==> src/rtl/pwrlvl_pkg.sv <==
package pwrlvl_pkg;

    localparam int LVL_W  = 2;
    localparam int NUM_TH = (1 << LVL_W) - 1;

    typedef enum logic [LVL_W-1:0] {
        LVL_NORM = 2'd0,
        LVL_1    = 2'd1,
        LVL_2    = 2'd2,
        LVL_3    = 2'd3
    } lvl_e;

    typedef enum logic {
        S_IDLE = 1'b0,
        S_DONE = 1'b1
    } st_e;

    // Signed dB offset for each level, two's complement
    function automatic logic [7:0] lvl_to_ofs(lvl_e l);
        logic [7:0] o;
        unique case (l)
            LVL_NORM: o = 8'h00;
            LVL_1:    o = 8'hFD;
            LVL_2:    o = 8'hF9;
            LVL_3:    o = 8'hF5;
            default:  o = 8'h00;
        endcase
        return o;
    endfunction

endpackage

==> src/rtl/thr_bank.sv <==
module thr_bank #(
    parameter int W     = 8,
    parameter int NUM   = 3,
    parameter int MAXV  = 100,
    parameter int SEL_W = 2
) (
    input  logic                   clk,
    input  logic                   rst_n,
    input  logic                   we,
    input  logic [SEL_W-1:0]       sel,
    input  logic [W-1:0]           val,
    output logic [NUM-1:0][W-1:0]  thr
);

    localparam logic [W-1:0] DIS  = '1;
    localparam logic [W-1:0] LIM  = W'(MAXV);

    logic [W-1:0] clean;

    // Out-of-range programming collapses to the disabled code
    always_comb begin
        if (val == '0 || val > LIM) clean = DIS;
        else                        clean = val;
    end

    for (genvar i = 0; i < NUM; i++) begin : g_ent
        always_ff @(posedge clk) begin
            if (!rst_n)                           thr[i] <= DIS;
            else if (we && sel == SEL_W'(i))      thr[i] <= clean;
        end

        // the stored value is either legal or disabled
        a_r5_stored_legal: assert property (@(posedge clk) disable iff (!rst_n)
            thr[i] != '0 && (thr[i] <= LIM || thr[i] == DIS));
    end

endmodule

==> src/rtl/thr_adjust.sv <==
module thr_adjust #(
    parameter int W      = 8,
    parameter int NUM    = 3,
    parameter int LW     = 2,
    parameter int GAP    = 2,
    parameter int BIAS0  = 8,
    parameter int BIAS1  = 5
) (
    input  logic                   clk,
    input  logic                   rst_n,
    input  logic [NUM-1:0][W-1:0]  thr,
    input  logic                   noisy,
    input  logic [LW-1:0]          last,
    output logic [NUM-1:0][W-1:0]  eff
);

    localparam logic [W:0] GAP_V = (W+1)'(GAP);

    for (genvar i = 0; i < NUM; i++) begin : g_adj
        localparam int BIAS = (i == 0) ? BIAS0 : ((i == 1) ? BIAS1 : 0);
        localparam logic [W:0] BIAS_V = (W+1)'(BIAS);

        logic [W:0]   sum_n;
        logic [W-1:0] stage_n;
        logic [W:0]   sum_h;
        logic         raise;

        always_comb begin
            sum_n   = {1'b0, thr[i]} + (noisy ? BIAS_V : '0);
            stage_n = sum_n[W] ? '1 : sum_n[W-1:0];
            raise   = (int'(last) <= i);
            sum_h   = {1'b0, stage_n} + (raise ? GAP_V : '0);
            eff[i]  = sum_h[W] ? '1 : sum_h[W-1:0];
        end

        // adjustment never wraps below the stored value
        a_r7_no_wrap: assert property (@(posedge clk) disable iff (!rst_n)
            eff[i] >= thr[i]);
    end

    // the top threshold ignores the noisy flag
    a_r6_top_unbiased: assert property (@(posedge clk) disable iff (!rst_n)
        (last == '1) |-> eff[NUM-1] == thr[NUM-1]);

endmodule

==> src/rtl/level_decide.sv <==
module level_decide
    import pwrlvl_pkg::*;
#(
    parameter int W   = 8,
    parameter int NUM = 3
) (
    input  logic                   clk,
    input  logic                   rst_n,
    input  logic [W-1:0]           rssi,
    input  logic [NUM-1:0][W-1:0]  eff,
    output lvl_e                   lvl
);

    logic [NUM-1:0] hit;

    for (genvar i = 0; i < NUM; i++) begin : g_cmp
        // A threshold at the disabled code never matches
        assign hit[i] = (eff[i] != '1) && (rssi >= eff[i]);
    end

    // Highest matching threshold wins
    always_comb begin
        lvl = LVL_NORM;
        for (int i = 0; i < NUM; i++) begin
            if (hit[i]) lvl = lvl_e'(LVL_W'(i + 1));
        end
    end

    // a non-normal level is only chosen when its threshold is met
    a_r2_level_met: assert property (@(posedge clk) disable iff (!rst_n)
        (lvl != LVL_NORM) |-> (rssi >= eff[int'(lvl) - 1]));

    // a disabled threshold cannot be the chosen level
    a_r7_disabled: assert property (@(posedge clk) disable iff (!rst_n)
        (lvl != LVL_NORM) |-> (eff[int'(lvl) - 1] != '1));

endmodule

==> src/rtl/rssi_pwr_classifier.sv <==
module rssi_pwr_classifier
    import pwrlvl_pkg::*;
#(
    parameter int RSSI_W    = 8,
    parameter int HYST_GAP  = 2,
    parameter int NOISY_B0  = 8,
    parameter int NOISY_B1  = 5,
    parameter int THR_LIMIT = 100
) (
    input  logic                clk,
    input  logic                rst_n,
    input  logic                thr_we,
    input  logic [1:0]          thr_sel,
    input  logic [RSSI_W-1:0]   thr_val,
    input  logic                noisy,
    input  logic                req_vld,
    input  logic [RSSI_W-1:0]   req_rssi,
    input  logic [1:0]          req_last,
    output logic                res_vld,
    output logic [1:0]          res_lvl,
    output logic [7:0]          res_ofs
);

    localparam int SEL_W = 2;

    logic [NUM_TH-1:0][RSSI_W-1:0] thr_q;
    logic [NUM_TH-1:0][RSSI_W-1:0] thr_eff;
    lvl_e                          lvl_calc;
    st_e                           st_q;
    st_e                           st_nxt;

    thr_bank #(
        .W     (RSSI_W),
        .NUM   (NUM_TH),
        .MAXV  (THR_LIMIT),
        .SEL_W (SEL_W)
    ) i_bank (
        .clk   (clk),
        .rst_n (rst_n),
        .we    (thr_we),
        .sel   (thr_sel),
        .val   (thr_val),
        .thr   (thr_q)
    );

    thr_adjust #(
        .W     (RSSI_W),
        .NUM   (NUM_TH),
        .LW    (LVL_W),
        .GAP   (HYST_GAP),
        .BIAS0 (NOISY_B0),
        .BIAS1 (NOISY_B1)
    ) i_adj (
        .clk   (clk),
        .rst_n (rst_n),
        .thr   (thr_q),
        .noisy (noisy),
        .last  (req_last),
        .eff   (thr_eff)
    );

    level_decide #(
        .W   (RSSI_W),
        .NUM (NUM_TH)
    ) i_dec (
        .clk   (clk),
        .rst_n (rst_n),
        .rssi  (req_rssi),
        .eff   (thr_eff),
        .lvl   (lvl_calc)
    );

    // State register
    always_ff @(posedge clk) begin
        if (!rst_n) st_q <= S_IDLE;
        else        st_q <= st_nxt;
    end

    // Transitions: req -> S_DONE, no_req -> S_IDLE
    always_comb begin
        st_nxt = st_q;
        unique case (st_q)
            S_IDLE:  st_nxt = req_vld ? S_DONE : S_IDLE;
            S_DONE:  st_nxt = req_vld ? S_DONE : S_IDLE;
            default: st_nxt = S_IDLE;
        endcase
    end

    // Output registers, loaded only on a request
    always_ff @(posedge clk) begin
        if (!rst_n) begin
            res_lvl <= 2'(LVL_NORM);
            res_ofs <= '0;
        end else if (req_vld) begin
            res_lvl <= 2'(lvl_calc);
            res_ofs <= lvl_to_ofs(lvl_calc);
        end
    end

    assign res_vld = (st_q == S_DONE);

    // every request produces a valid pulse in the next cycle
    a_r9_pulse: assert property (@(posedge clk) disable iff (!rst_n)
        req_vld |=> res_vld);

    // valid only follows a request
    a_r9_no_spurious: assert property (@(posedge clk) disable iff (!rst_n)
        res_vld |-> $past(req_vld));

    // the result holds without a request
    a_r9_hold: assert property (@(posedge clk) disable iff (!rst_n)
        !req_vld |=> ($stable(res_lvl) && $stable(res_ofs)));

    // the offset is one of the four legal codes
    a_r8_ofs_legal: assert property (@(posedge clk) disable iff (!rst_n)
        res_ofs == 8'h00 || res_ofs == 8'hFD || res_ofs == 8'hF9 || res_ofs == 8'hF5);

endmodule

==> config.mk <==
export PLATFORM = sky130hd
export DESIGN_NAME = rssi_pwr_classifier
export DESIGN_NICKNAME = d
export VERILOG_FILES = /design/src/rtl/pwrlvl_pkg.sv /design/src/rtl/thr_bank.sv /design/src/rtl/thr_adjust.sv /design/src/rtl/level_decide.sv /design/src/rtl/rssi_pwr_classifier.sv
export SDC_FILE = /design/constraint.sdc
export NUM_CORES = 1
export LEC_CHECK = 0
export BUFFER_PORTS_ARGS = -buffer_cell sky130_fd_sc_hd__buf_2
export CAP_MARGIN = 20
export CORE_MARGIN = 8
export CORE_UTILIZATION = 25
export DETAILED_ROUTE_END_ITERATION = 10
export PLACE_DENSITY = 0.44
export SLEW_MARGIN = 20
export SYNTH_ARGS = -nofsm -noshare
export SYNTH_HDL_FRONTEND = slang
export SYNTH_SLANG_ARGS = --single-unit
==> constraint.sdc <==
create_clock -name clk -period 4.9 [get_ports clk]
set_clock_uncertainty 0.2 [all_clocks]
set_input_delay 0.245 -clock clk [delete_from_list [all_inputs] [get_ports clk]]
set_output_delay 0.245 -clock clk [all_outputs]
set_load 0.05 [all_outputs]
After elaboration in Yosys (flattened, before gate mapping)

Cells that the tools add are included.

Input bits: 25
Word-level logic and storage cells: 52
Output and inout bits: 11
Register bits: 35

Equal/unequal tests: 8
Reduce and logical (&&, ||, !) cells: 10
Add/subtract/negate cells: 5
Order comparisons: 7
Muxes and demuxes: 16

Operators by type and width:

| cell                                                            | count |
|---|---|
| two-way mux 8 bit                                               | 6 |
| adder 8 x 9 -> 9 bit                                            | 5 |
| one-hot mux 8 bit (4 select lines)                              | 1 |
| greater-or-equal comparator 8 bit                               | 3 |
| != test 8 bit (second input constant)                           | 3 |
| two-way mux 2 bit                                               | 5 |
| greater-than comparator 8 x 7 -> 1 bit (second input constant)  | 1 |
| zero test 8 bit                                                 | 1 |
| == test 2 bit (second input constant)                           | 3 |
| logical AND 1 bit                                               | 6 |
| == test 2 x 1 -> 1 bit (second input constant)                  | 2 |
| less-or-equal comparator 2 x 1 -> 1 bit (second input constant) | 2 |
| zero test 2 bit                                                 | 2 |
| two-way mux 4 bit                                               | 1 |
| two-way mux 3 bit                                               | 1 |
| less-or-equal comparator 2 bit (second input constant)          | 1 |
| two-way mux 1 bit                                               | 2 |
| logical OR 1 bit                                                | 1 |

Logic depth before layout (Yosys ltp)

Gate-level depths: netlist of the first run.

Word-level depth: 12
Mapped depth: 22
Gate-level depth less buffers: 21

Modules after synthesis

A second synthesis of the first run with hierarchy kept.

Cell total of the unflattened synthesis: 395
Area, all modules: 3196.8 µm²

By module, submodules not included:

| module              | cells each | seq. area each (µm²) | times used | area each (µm²) |
|---|---|---|---|---|
| thr_bank            | 122        | 480.5                | 1          | 1197.4 |
| thr_adjust          | 151        | 0.0                  | 1          | 999.7 |
| level_decide        | 91         | 0.0                  | 1          | 675.6 |
| rssi_pwr_classifier | 31         | 120.1                | 1          | 324.1 |

Worst setup path before layout of the first run

OpenSTA, ideal clock, no wires.

Path type: reg-to-reg
From: reg i_bank.thr[8] (netlist bit)
To: reg res_ofs[3]
Buffers on the path: 1
Setup time: 0.117 ns
Arrival time: 4.024 ns
Clock period less this slack: 4.341 ns
Cell stages (with the launch flop): 23
Setup slack: 0.559 ns
Required time: 4.583 ns
Path through: dfxtp_1 -> ha_1 -> ha_1 -> buf_6 -> a21o_4 -> nand3_1 -> nand2b_1 -> ha_1 -> nand2_1 -> inv_1 -> and3_1 -> or3_1 -> ha_1 -> nand2b_1 -> a21o_1 -> a211oi_1 -> o21a_1 -> a311o_1 -> a31oi_2 -> o31a_1 -> ha_1 -> mux2i_1 -> nor2b_1

Cells in the longest elaborated chain, start to end: 10
Elaborated cells on any way between the ends: 14
Those cells by class: 2 x add/sub; 1 x order compare; 4 x eq/ne; 5 x mux; 2 x reduce/logical

Ends and longest elaborated chain:

| what                                                               | RTL line                  | text |
|---|---|---|
| start: declaration                                                 | thr_bank.sv:12            | `output logic [NUM-1:0][W-1:0] thr` |
| start signal: indexed assignment                                   | thr_bank.sv:29            | `else if (we && sel == SEL_W'(i)) thr[i] <= clean;` |
| adder 8 x 9 -> 9 bit (*)                                           | thr_adjust.sv:29          | `sum_n = {1'b0, thr[i]} + (noisy ? BIAS_V : '0);` |
| two-way mux 8 bit (*)                                              | thr_adjust.sv:30          | `stage_n = sum_n[W] ? '1 : sum_n[W-1:0];` |
| adder 8 x 9 -> 9 bit (*)                                           | thr_adjust.sv:32          | `sum_h = {1'b0, stage_n} + (raise ? GAP_V : '0);` |
| two-way mux 8 bit (*)                                              | thr_adjust.sv:33          | `eff[i] = sum_h[W] ? '1 : sum_h[W-1:0];` |
| greater-or-equal comparator 8 bit or != test 8 bit (tied branches) | level_decide.sv:18        | `assign hit[i] = (eff[i] != '1) && (rssi >= eff[i]);` |
| logical AND 1 bit (*)                                              | level_decide.sv:18        |  |
| two-way mux 2 bit (*) (2 in a row)                                 | level_decide.sv:25        | `if (hit[i]) lvl = lvl_e'(LVL_W'(i + 1));` |
| == test 2 bit (tied with other cells)                              | pwrlvl_pkg.sv:21          | `unique case (l)` |
| one-hot mux 8 bit (4 select lines) (*)                             | pwrlvl_pkg.sv:21          |  |
| end signal: assignment                                             | rssi_pwr_classifier.sv:96 | `res_ofs <= lvl_to_ofs(lvl_calc);` |
| end: declaration                                                   | rssi_pwr_classifier.sv:21 | `output logic [7:0] res_ofs` |

Mark *: on every way between the ends. The rest lies on a longest branch, timed or not. The select of a mux whose other input is x is not followed.
A chain may end at the register's enable or synchronous reset.

Worst setup path after layout of the first run

Ends and elaborated chain as after synthesis.

==> results by stage, run 1 <==
Logic synthesis:
- The average size of a mapped cell is 7.83 sq um.
- The share of cell area taken by muxes after synthesis is 3.45%.
- Counting every net in the synthesized netlist gives 445.
- The compound-gate portion of the synthesized area is 26.3%.
- Synthesis produced 384 cells.
- The main combinational cell family by area after synthesis is simple AND/OR/NAND/NOR gates.
- The synthesized netlist devotes 15.0% of its cell area to adder and majority cells.
- The post-synthesis cell area is 3010 sq um.
- The top cell type by total area after synthesis is sky130_fd_sc_hd__dfxtp_1.
- Counting flops with an async set or reset pin after synthesis yields a share of 0%.
- The synthesized design contains 29 register bits.
- The number of enable flip-flop cells after synthesis is 0.
- The number of warning messages in the yosys log is 0.
- The simple-gate portion of the synthesized area is 26.6%.
- Of the total synthesized cell area, the portion taken by XOR and XNOR cells is 3.50%.
- After synthesis, the most frequently instantiated cells are sky130_fd_sc_hd__nand2_1 (48), sky130_fd_sc_hd__ha_1 (36), sky130_fd_sc_hd__nor2_1 (34).
- After synthesis, flip-flops and latches occupy 19.3% of the total area.
- Ranked by total cell area, the synthesized netlist is headed by sky130_fd_sc_hd__dfxtp_1 (19%), sky130_fd_sc_hd__ha_1 (15%), sky130_fd_sc_hd__nand2_1 (6.0%), sky130_fd_sc_hd__o211ai_1 (5.5%), sky130_fd_sc_hd__nor2_1 (4.2%).
- The synthesized netlist contains 69 unique library cells.
- The fraction of post-synthesis cell area in the top cell type by area is 19.3%.
- The dominant cell by count in the synthesized netlist is sky130_fd_sc_hd__nand2_1.
- In the synthesized netlist the dominant register cell turns out to be sky130_fd_sc_hd__dfxtp_1.

Global route:
- The total track usage is 10.6%.
- The first global-routing pass estimated 13.7 mm of wire.
- The initial antenna violation count is 0.
- The via count of the first global-routing pass is 2,662.
- The remaining global-route overflow is 0.
- The maximum number of pins on one net before global-route repair is 30.

Cells and area:
- In the final layout, the multi-input gates occupy 2250 sq um.
- The fraction of layout cells with a size suffix above 1 is 16.6%.
- The relative area change from synthesis to final layout is 13.8%.
- The number of antenna cells inserted is 0.
- Leaving out filler cells and counting taps, the final layout contains 551.
- For this run, the share of the core covered by cells in the final layout is 28.8%.
- The net count of the finished layout is 464.
- The sequential cells in the finished layout cover a total of 581 sq um.
- The layout has 1,280 filler cells.
- After routing the design area is 3420 sq um.

Floorplanning:
- The die covers 15,800 sq um.
- The number of placement rows is 40.
- In this run the horizontal extent of the chip is 126 microns.
- 36 I/O pins were placed.
- The initial core utilization is 25.3%.
- The core region is 11,900 sq um.
- The y dimension of the die is 126 microns.

Placement:
- The count of port buffers added during placement is 34.
- After detailed placement, the design holds a cell count of 543.
- The post-placement setup slack is 0.201 ns.
- The placed standard-cell area is 3240 sq um.
- The HPWL reported at the end of detailed placement is 6.65 mm.
- The routability congestion estimate is 0.843.

Drt:
- The detailed-route via count is 2,797.
- The number of design-rule violations left by the first detailed-router iteration is 106.
- After detailed routing, the average wire length per cell comes to 15.2 microns.
- The remaining routing DRC violations is 0.
- In the routed layout, each cell is associated on average with a via count of 5.08.
- Summed over all layers, the routed wires come to 8.37 mm.
- Before antenna repair, the detailed router went through 5 iterations.
- The post-detailed-route count of antenna-violating nets is 0.

Timing:
- The summed negative setup slack over all endpoints is 0 ns.
- At the pin with the least slew margin, the transition time is 0.570 ns.
- Setup repair after global routing left no endpoint under its margin.
- The worst setup slack after layout is 0.298 ns.
- The final number of hold-violating endpoints is 0.
- The minimum clock period is 4.60 ns.
- The highest clock rate is 217 MHz.
- The share of the clock period used by the worst path after layout is 93.9%.
- The number of max-slew violations in the final report was 0.
- The number of endpoints failing setup at the final stage is 0.
- The relative slew slack is 61.9%.

Critical path:
- The critical path startpoint category is a flip-flop.
- In this run the worst path has a maximum fanout of 8.
- The endpoint type of the worst setup path is a flip-flop.
- For the worst setup path, the data required time is 4.87 ns.
- The critical path data arrival time is 4.57 ns.
- The critical path in this run is classified as flip-flop to flip-flop.

Clock network:
- TritonCTS built the clock tree.
- The post-cts gate resize count is 0.
- Once the clock tree was built, the setup fixing pass inserted 0 buffers.
- The number of clock buffers added by TritonCTS is 5.
- Clock tree synthesis found a total of 29 sinks.
- The post-CTS clock slew at the launch and capture registers of the worst setup and hold paths is 0.06 ns.
- The H-tree generated during clock tree synthesis spans 2 levels.
- The library cell used as clock root buffer is sky130_fd_sc_hd__clkbuf_16.
- The count of hold-fix buffers inserted at cts is 0.
- The longest clock path from root to sink contains 2 buffers.
- For the worst-skew pair, the clock arrives at the later sink with an insertion delay of 0.28 ns.

Run:
- The total of max-cap violations is 0.

Hold path:
- The kind of path behind the tightest hold check is primary input to flip-flop.

Power:
- The cell area power density is 316 nW/um^2.
- IR analysis of the VDD net gives a maximum drop of 0.159 mV.
- The total leakage power is 1.58 nW.

Run status:
- The run finished with clean final reports.
final cells by class:
cell class / count / area share, %
clock buffers: 6 / 4.06
inverters: 11 / 1.21
multi-input cells: 320 / 65.9
well taps: 147 / 5.38
flip-flops and latches: 29 / 17.0
repair buffers: 36 / 5.41
clock inverters: 2 / 1.10
stage by stage:
stage               power, mW  hold WS, ns
finish                   1.08        0.104
global route             1.16        0.106
CTS                      1.09       0.0922
detailed placement      0.710        0.292
global placement        0.706        0.285
floorplan               0.621        0.246
report_power, final:
part	switching [mW]	leakage, nW	internal (mW)	total [mW]
combinational	0.260	1.26	0.176	0.436
clock	0.120	0.0831	0.254	0.373
sequential	0.0184	0.238	0.252	0.270
per-layer routing:
layer / GRT usage (%) / share of wire (%) / vias up
met4: 1.93 / 0.53 / 0
met2: 15.7 / 41 / 54
met1: 14.7 / 53 / 1290
met5: 0 / 0 / -
met3: 3.21 / 5.4 / 4
li1: - / - / 1449
worst paths after layout:
kind,startpoint,to,slack (ns),cells after the start
max,i_bank.thr[8],res_ofs[3],0.30,19
min,req_vld,res_vld,0.10,2
min reg2reg,i_bank.thr[8],i_bank.thr[8],0.30,2
max reg2reg,i_bank.thr[8],res_ofs[3],0.30,19
sequential cells by signal, summed over array words and instances (netlist names):
register / cells
i_bank.thr: 24
res_lvl: 2
res_vld: 1
res_ofs: 2
placed cells by master, fill, tap and decap left out, drive strengths merged, types with 3 or more instances in the layout:
cell type   n
a21o        6
a22o        3
a21boi      3
nand4       4
o22ai       4
nand3b      4
and3        3
ha         36
mux2i       7
xnor2       8
buf        36
clkbuf      6
a21oi      15
and2       10
nand2b     11
nor2       34
a311o       4
inv        11
nand3       8
o21a        3
nor3        9
nor4        3
a211o       3
or3         3
xor2        4
nor2b       9
nand2      48
dfxtp      29
mux2        3
o21ai      18
a31oi       5
o211ai     22
kinds of logic after synthesis:
kind of cell    count (synthesis)
compound gates                105
xor+xnor                       12
fa+ha+maj                      36
buf+inv                        35
flops                          29
mux                            10
other cells                     1
simple gates                  156
critical path, stage by stage (launching register included):
cell and delay, ns:
sky130_fd_sc_hd__dfxtp_1 0.33, sky130_fd_sc_hd__ha_1 0.25, sky130_fd_sc_hd__ha_2 0.30, sky130_fd_sc_hd__xnor2_1 0.20, sky130_fd_sc_hd__o32ai_2 0.17, sky130_fd_sc_hd__a21o_1 0.23
sky130_fd_sc_hd__a22o_2 0.24, sky130_fd_sc_hd__and3_1 0.24, sky130_fd_sc_hd__or3_1 0.34, sky130_fd_sc_hd__ha_1 0.28, sky130_fd_sc_hd__nand2b_1 0.14, sky130_fd_sc_hd__a21o_1 0.17
sky130_fd_sc_hd__a211oi_1 0.22, sky130_fd_sc_hd__o21a_1 0.15, sky130_fd_sc_hd__a311o_1 0.15, sky130_fd_sc_hd__a31oi_2 0.07, sky130_fd_sc_hd__o31a_1 0.33, sky130_fd_sc_hd__ha_1 0.30
sky130_fd_sc_hd__mux2i_1 0.13, sky130_fd_sc_hd__nor2b_1 0.05
(Power assumes the default switching activity.)
==> run 2: changes to the inputs <==
--- a/config.mk
+++ b/config.mk
@@ -8,9 +8,9 @@
 export BUFFER_PORTS_ARGS = -buffer_cell sky130_fd_sc_hd__buf_2
 export CAP_MARGIN = 20
 export CORE_MARGIN = 8
-export CORE_UTILIZATION = 25
+export CORE_UTILIZATION = 45
 export DETAILED_ROUTE_END_ITERATION = 10
-export PLACE_DENSITY = 0.44
+export PLACE_DENSITY = 0.67
 export SLEW_MARGIN = 20
 export SYNTH_ARGS = -nofsm -noshare
 export SYNTH_HDL_FRONTEND = slang
==> constraint.sdc (replaced) <==
create_clock -name clk -period 5.5 [get_ports clk]
set_clock_uncertainty 0.2 [all_clocks]
set_input_delay 0.275 -clock clk [delete_from_list [all_inputs] [get_ports clk]]
set_output_delay 0.275 -clock clk [all_outputs]
set_load 0.05 [all_outputs]
==> run 2 against run 1 <==
- register-to-register slack better by 0.53 ns
- sequential share of layout area grew 1.0 points
- die area shrank 40%
- non-clock buffer count shrank 2
- flip-flop and latch count unchanged
- sequential power is 10% lower
- first-iteration DRC count grew 72%
- via count down 0.50%
- clock power is 55% lower
- final area is 5.8% lower
- global-route usage up 5.1 points
- largest power group unchanged
==> results by stage, run 2 (synthesized netlist as in run 1, its figures left out) <==
Critical path:
- The signal on the critical path passes through ha_1 -> ha_1 -> a21o_4 -> nand3_1 -> nand2b_1 -> ha_1 -> nand2_1 -> inv_1 -> and3_1 -> or3_1 -> ha_1 -> nand2b_1 -> a21o_1 -> a211oi_1 -> o21a_1 -> a311o_1 -> a31oi_2 -> o31a_1 -> ha_1 -> mux2i_1 -> nor2b_1.
- The top fanout value on the critical path is 8.
- The endpoint type of the worst setup path is a flip-flop.
- The critical path startpoint category is a flip-flop.
- The count of cells along the worst register-to-register path is 21.
- The path length in cells of the critical path is 21.
- In this run the critical register-to-register path is captured at res_ofs[3].
- The start-to-end type of the worst setup path is flip-flop to flip-flop.
- The largest single stage delay on the critical path is 0.34 ns.
- The worst-case register-to-register setup slack is 0.83 ns.
- The startpoint of the lowest-slack register-to-register path is i_bank.thr[8].
- The number of buffers and inverters on the critical path is 1.
- The cell type with the highest occurrence count on the critical path is sky130_fd_sc_hd__ha_1.
- The kind of cell with the highest combined delay on the critical path is adder cells.
- The cell type of the slowest stage on the worst timing path is sky130_fd_sc_hd__or3_1.
- The worst endpoint required time is 5.48 ns.
- For the worst setup path, the data arrival time is 4.65 ns.

Cells and area:
- The register with the most flip-flops is i_bank.thr.
- The number of cells in the finished layout apart from fillers is 479.
- The register with the most flip-flops in the layout has 24 of them.
- The number of antenna cells inserted is 0.
- The largest registers in the layout are i_bank.thr (24), res_lvl (2), res_ofs (2).
- The count of nets after finishing is 462.
- The relative area change from synthesis to final layout is 7.16%.
- The most common cell after layout, fill and taps aside is sky130_fd_sc_hd__nand2_1.
- The fraction of layout cells with a size suffix above 1 is 15.7%.
- In the layout the commonest cells are sky130_fd_sc_hd__nand2_1 (48), sky130_fd_sc_hd__ha_1 (36), sky130_fd_sc_hd__nor2_1 (34), sky130_fd_sc_hd__buf_2 (34), sky130_fd_sc_hd__dfxtp_1 (29).

Floorplanning:
- The die is 97.7 microns tall.
- The core region is 6420 sq um.
- The number of placement rows is 29.
- For this configuration, the core starts out at a cell density of 46.8%.
- The die is 97.7 microns wide.
- The total die area is 9550 sq um.
- The top-level I/O count is 36.

Power:
- In this run the static leakage power is 1.54 nW.
- Summed over all nets, the switching power comes to 0.323 mW.
- Sequential cells burn 30.7% of the power.
- In this run switching power makes up 40.9% of total power.
- IR analysis of the VDD net gives a maximum drop of 0.149 mV.
- The combinational fraction of design power is 48.1%.
- The design internal power is 0.467 mW.
- Power spread over the standard cell area amounts to 245 nW/um^2.
- Of the total power, the clock network draws 21.2%.

Global route:
- The via count of the first global-routing pass is 2,617.
- The initial antenna violation count is 0.
- The remaining global-route overflow is 0.
- Entering global routing, the biggest net connects 30 pins.
- The first global-routing pass estimated 12.6 mm of wire.
- For this run, the total global-route usage over all layers was measured as 15.6%.

Clock network:
- The clock drives 29 sinks.
- TritonCTS built the clock tree.
- After clock tree synthesis, the clock-pin slew on the worst setup and hold paths is 0.06 ns.
- In this run, CTS created clock tree buffers numbering 5.
- The post-CTS setup repair buffer count is 0.
- The total number of H-tree levels is 2.
- The tree is rooted in a sky130_fd_sc_hd__clkbuf_8.
- The post-cts gate resize count is 0.
- The insertion delay of the later-clocked pin in the worst-skew pair is 0.28 ns.
- The count of hold-fix buffers inserted at cts is 0.
- The clock passes through at most 2 buffers.

Drt:
- The first routing iteration left 182 violations.
- The routed design has 7.31 mm of wire.
- The first TritonRoute pass finished after 5 iterations.
- The average vias per placed instance is 5.81.
- In the routed design, unresolved DRC markers number 0.
- In the final routed layout, each cell accounts on average for 15.3 microns.
- The post-detailed-route count of antenna-violating nets is 0.
- The detailed-route via count is 2,783.

Hold path:
- The worst hold path begins at req_vld.
- The tightest min-delay check is of the primary input to flip-flop type.
- The path with the worst hold slack has its endpoint at res_vld.
- The worst hold path passes through 2 cells.

Timing:
- The number of max-slew violations in the final report is 0.
- Setup violations remaining at the end of the flow were counted as 0.
- The share of the clock period used by the worst path after layout is 85.0%.
- The final number of hold-violating endpoints came to 0.
- The worst-margin pin slew is 0.554 ns.
- The relative slew slack is 62.9%.
- The minimum clock period is 4.67 ns.
- After routing, the total negative slack on setup checks comes to 0 ns.
- Setup repair after global routing left no endpoint under its margin.
- The highest clock rate is 214 MHz.

Placement:
- Buffers placed on the I/O ports in this run total 34.
- The cell total after placement is 471.
- The HPWL reported at the end of detailed placement is 6.01 mm.
- Routability-driven placement finished with a final weighted congestion of 0.829.

Run:
- Across the run, the number of max-cap violations was 0.

Run status:
- The run finished with clean final reports.
run 2: cell types whose count changed in the layout (fill, tap and decap cells not counted), moves of 2 or more:
cell	before	now
sky130_fd_sc_hd__buf_4	2	0
sky130_fd_sc_hd__clkbuf_16	5	0
sky130_fd_sc_hd__clkbuf_8	1	5
sky130_fd_sc_hd__clkinv_2	0	2
run 2: worst max-delay path by stage:
stage               slack [ns]         end     startpoint
floorplan                 1.16  res_ofs[3]  i_bank.thr[8]
global placement          0.85  res_ofs[3]          noisy
detailed placement        0.72  res_ofs[3]          noisy
CTS                       0.82  res_ofs[3]  i_bank.thr[8]
global route              0.37  res_ofs[3]  i_bank.thr[8]
finish                    0.83  res_ofs[3]  i_bank.thr[8]
run 2: layout make-up:
class                           instances  area (sq um)
Clock buffer                            6          72.6
Tap cell                               77          96.3
Timing Repair Buffer                   34           170
Fill cell                             641          3200
Clock inverter                          2          10.0
Inverter                               11          41.3
Multi-Input combinational cell        320          2250
Sequential cell                        29           581
run 2: power groups by stage:
stage                     Sequential (mW)  Combinational (mW)  Clock, mW
after floorplan                     0.258               0.295          0
after global routing                0.245               0.430      0.182
after CTS                           0.242               0.381      0.171
after detailed placement            0.247               0.379          0
final                               0.242               0.380      0.168
after global placement              0.246               0.371          0
run 2: per-stage QoR:
step / cell area, sq um / util (%) / worst slack [ns] / hold WS (ns) / power, mW
6_report: 3220 / 50.2 / 0.826 / 0.116 / 0.790
5_1_grt: 3220 / 50.2 / 0.373 / 0.132 / 0.857
4_1_cts: 3220 / 50.2 / 0.821 / 0.109 / 0.794
3_5_place_dp: 3140 / 48.9 / 0.719 / 0.270 / 0.626
3_3_place_gp: 3140 / 48.9 / 0.854 / 0.263 / 0.618
2_1_floorplan: 3010 / - / 1.16 / 0.246 / 0.553
run 2: metal layers:
layer	part of all wire (%)	track usage [%]	up-vias
met2	43	24.9	63
met3	4.4	3.19	7
li1	-	-	1447
met1	51	21.1	1266
met4	0.97	3.60	0
met5	0	0	-
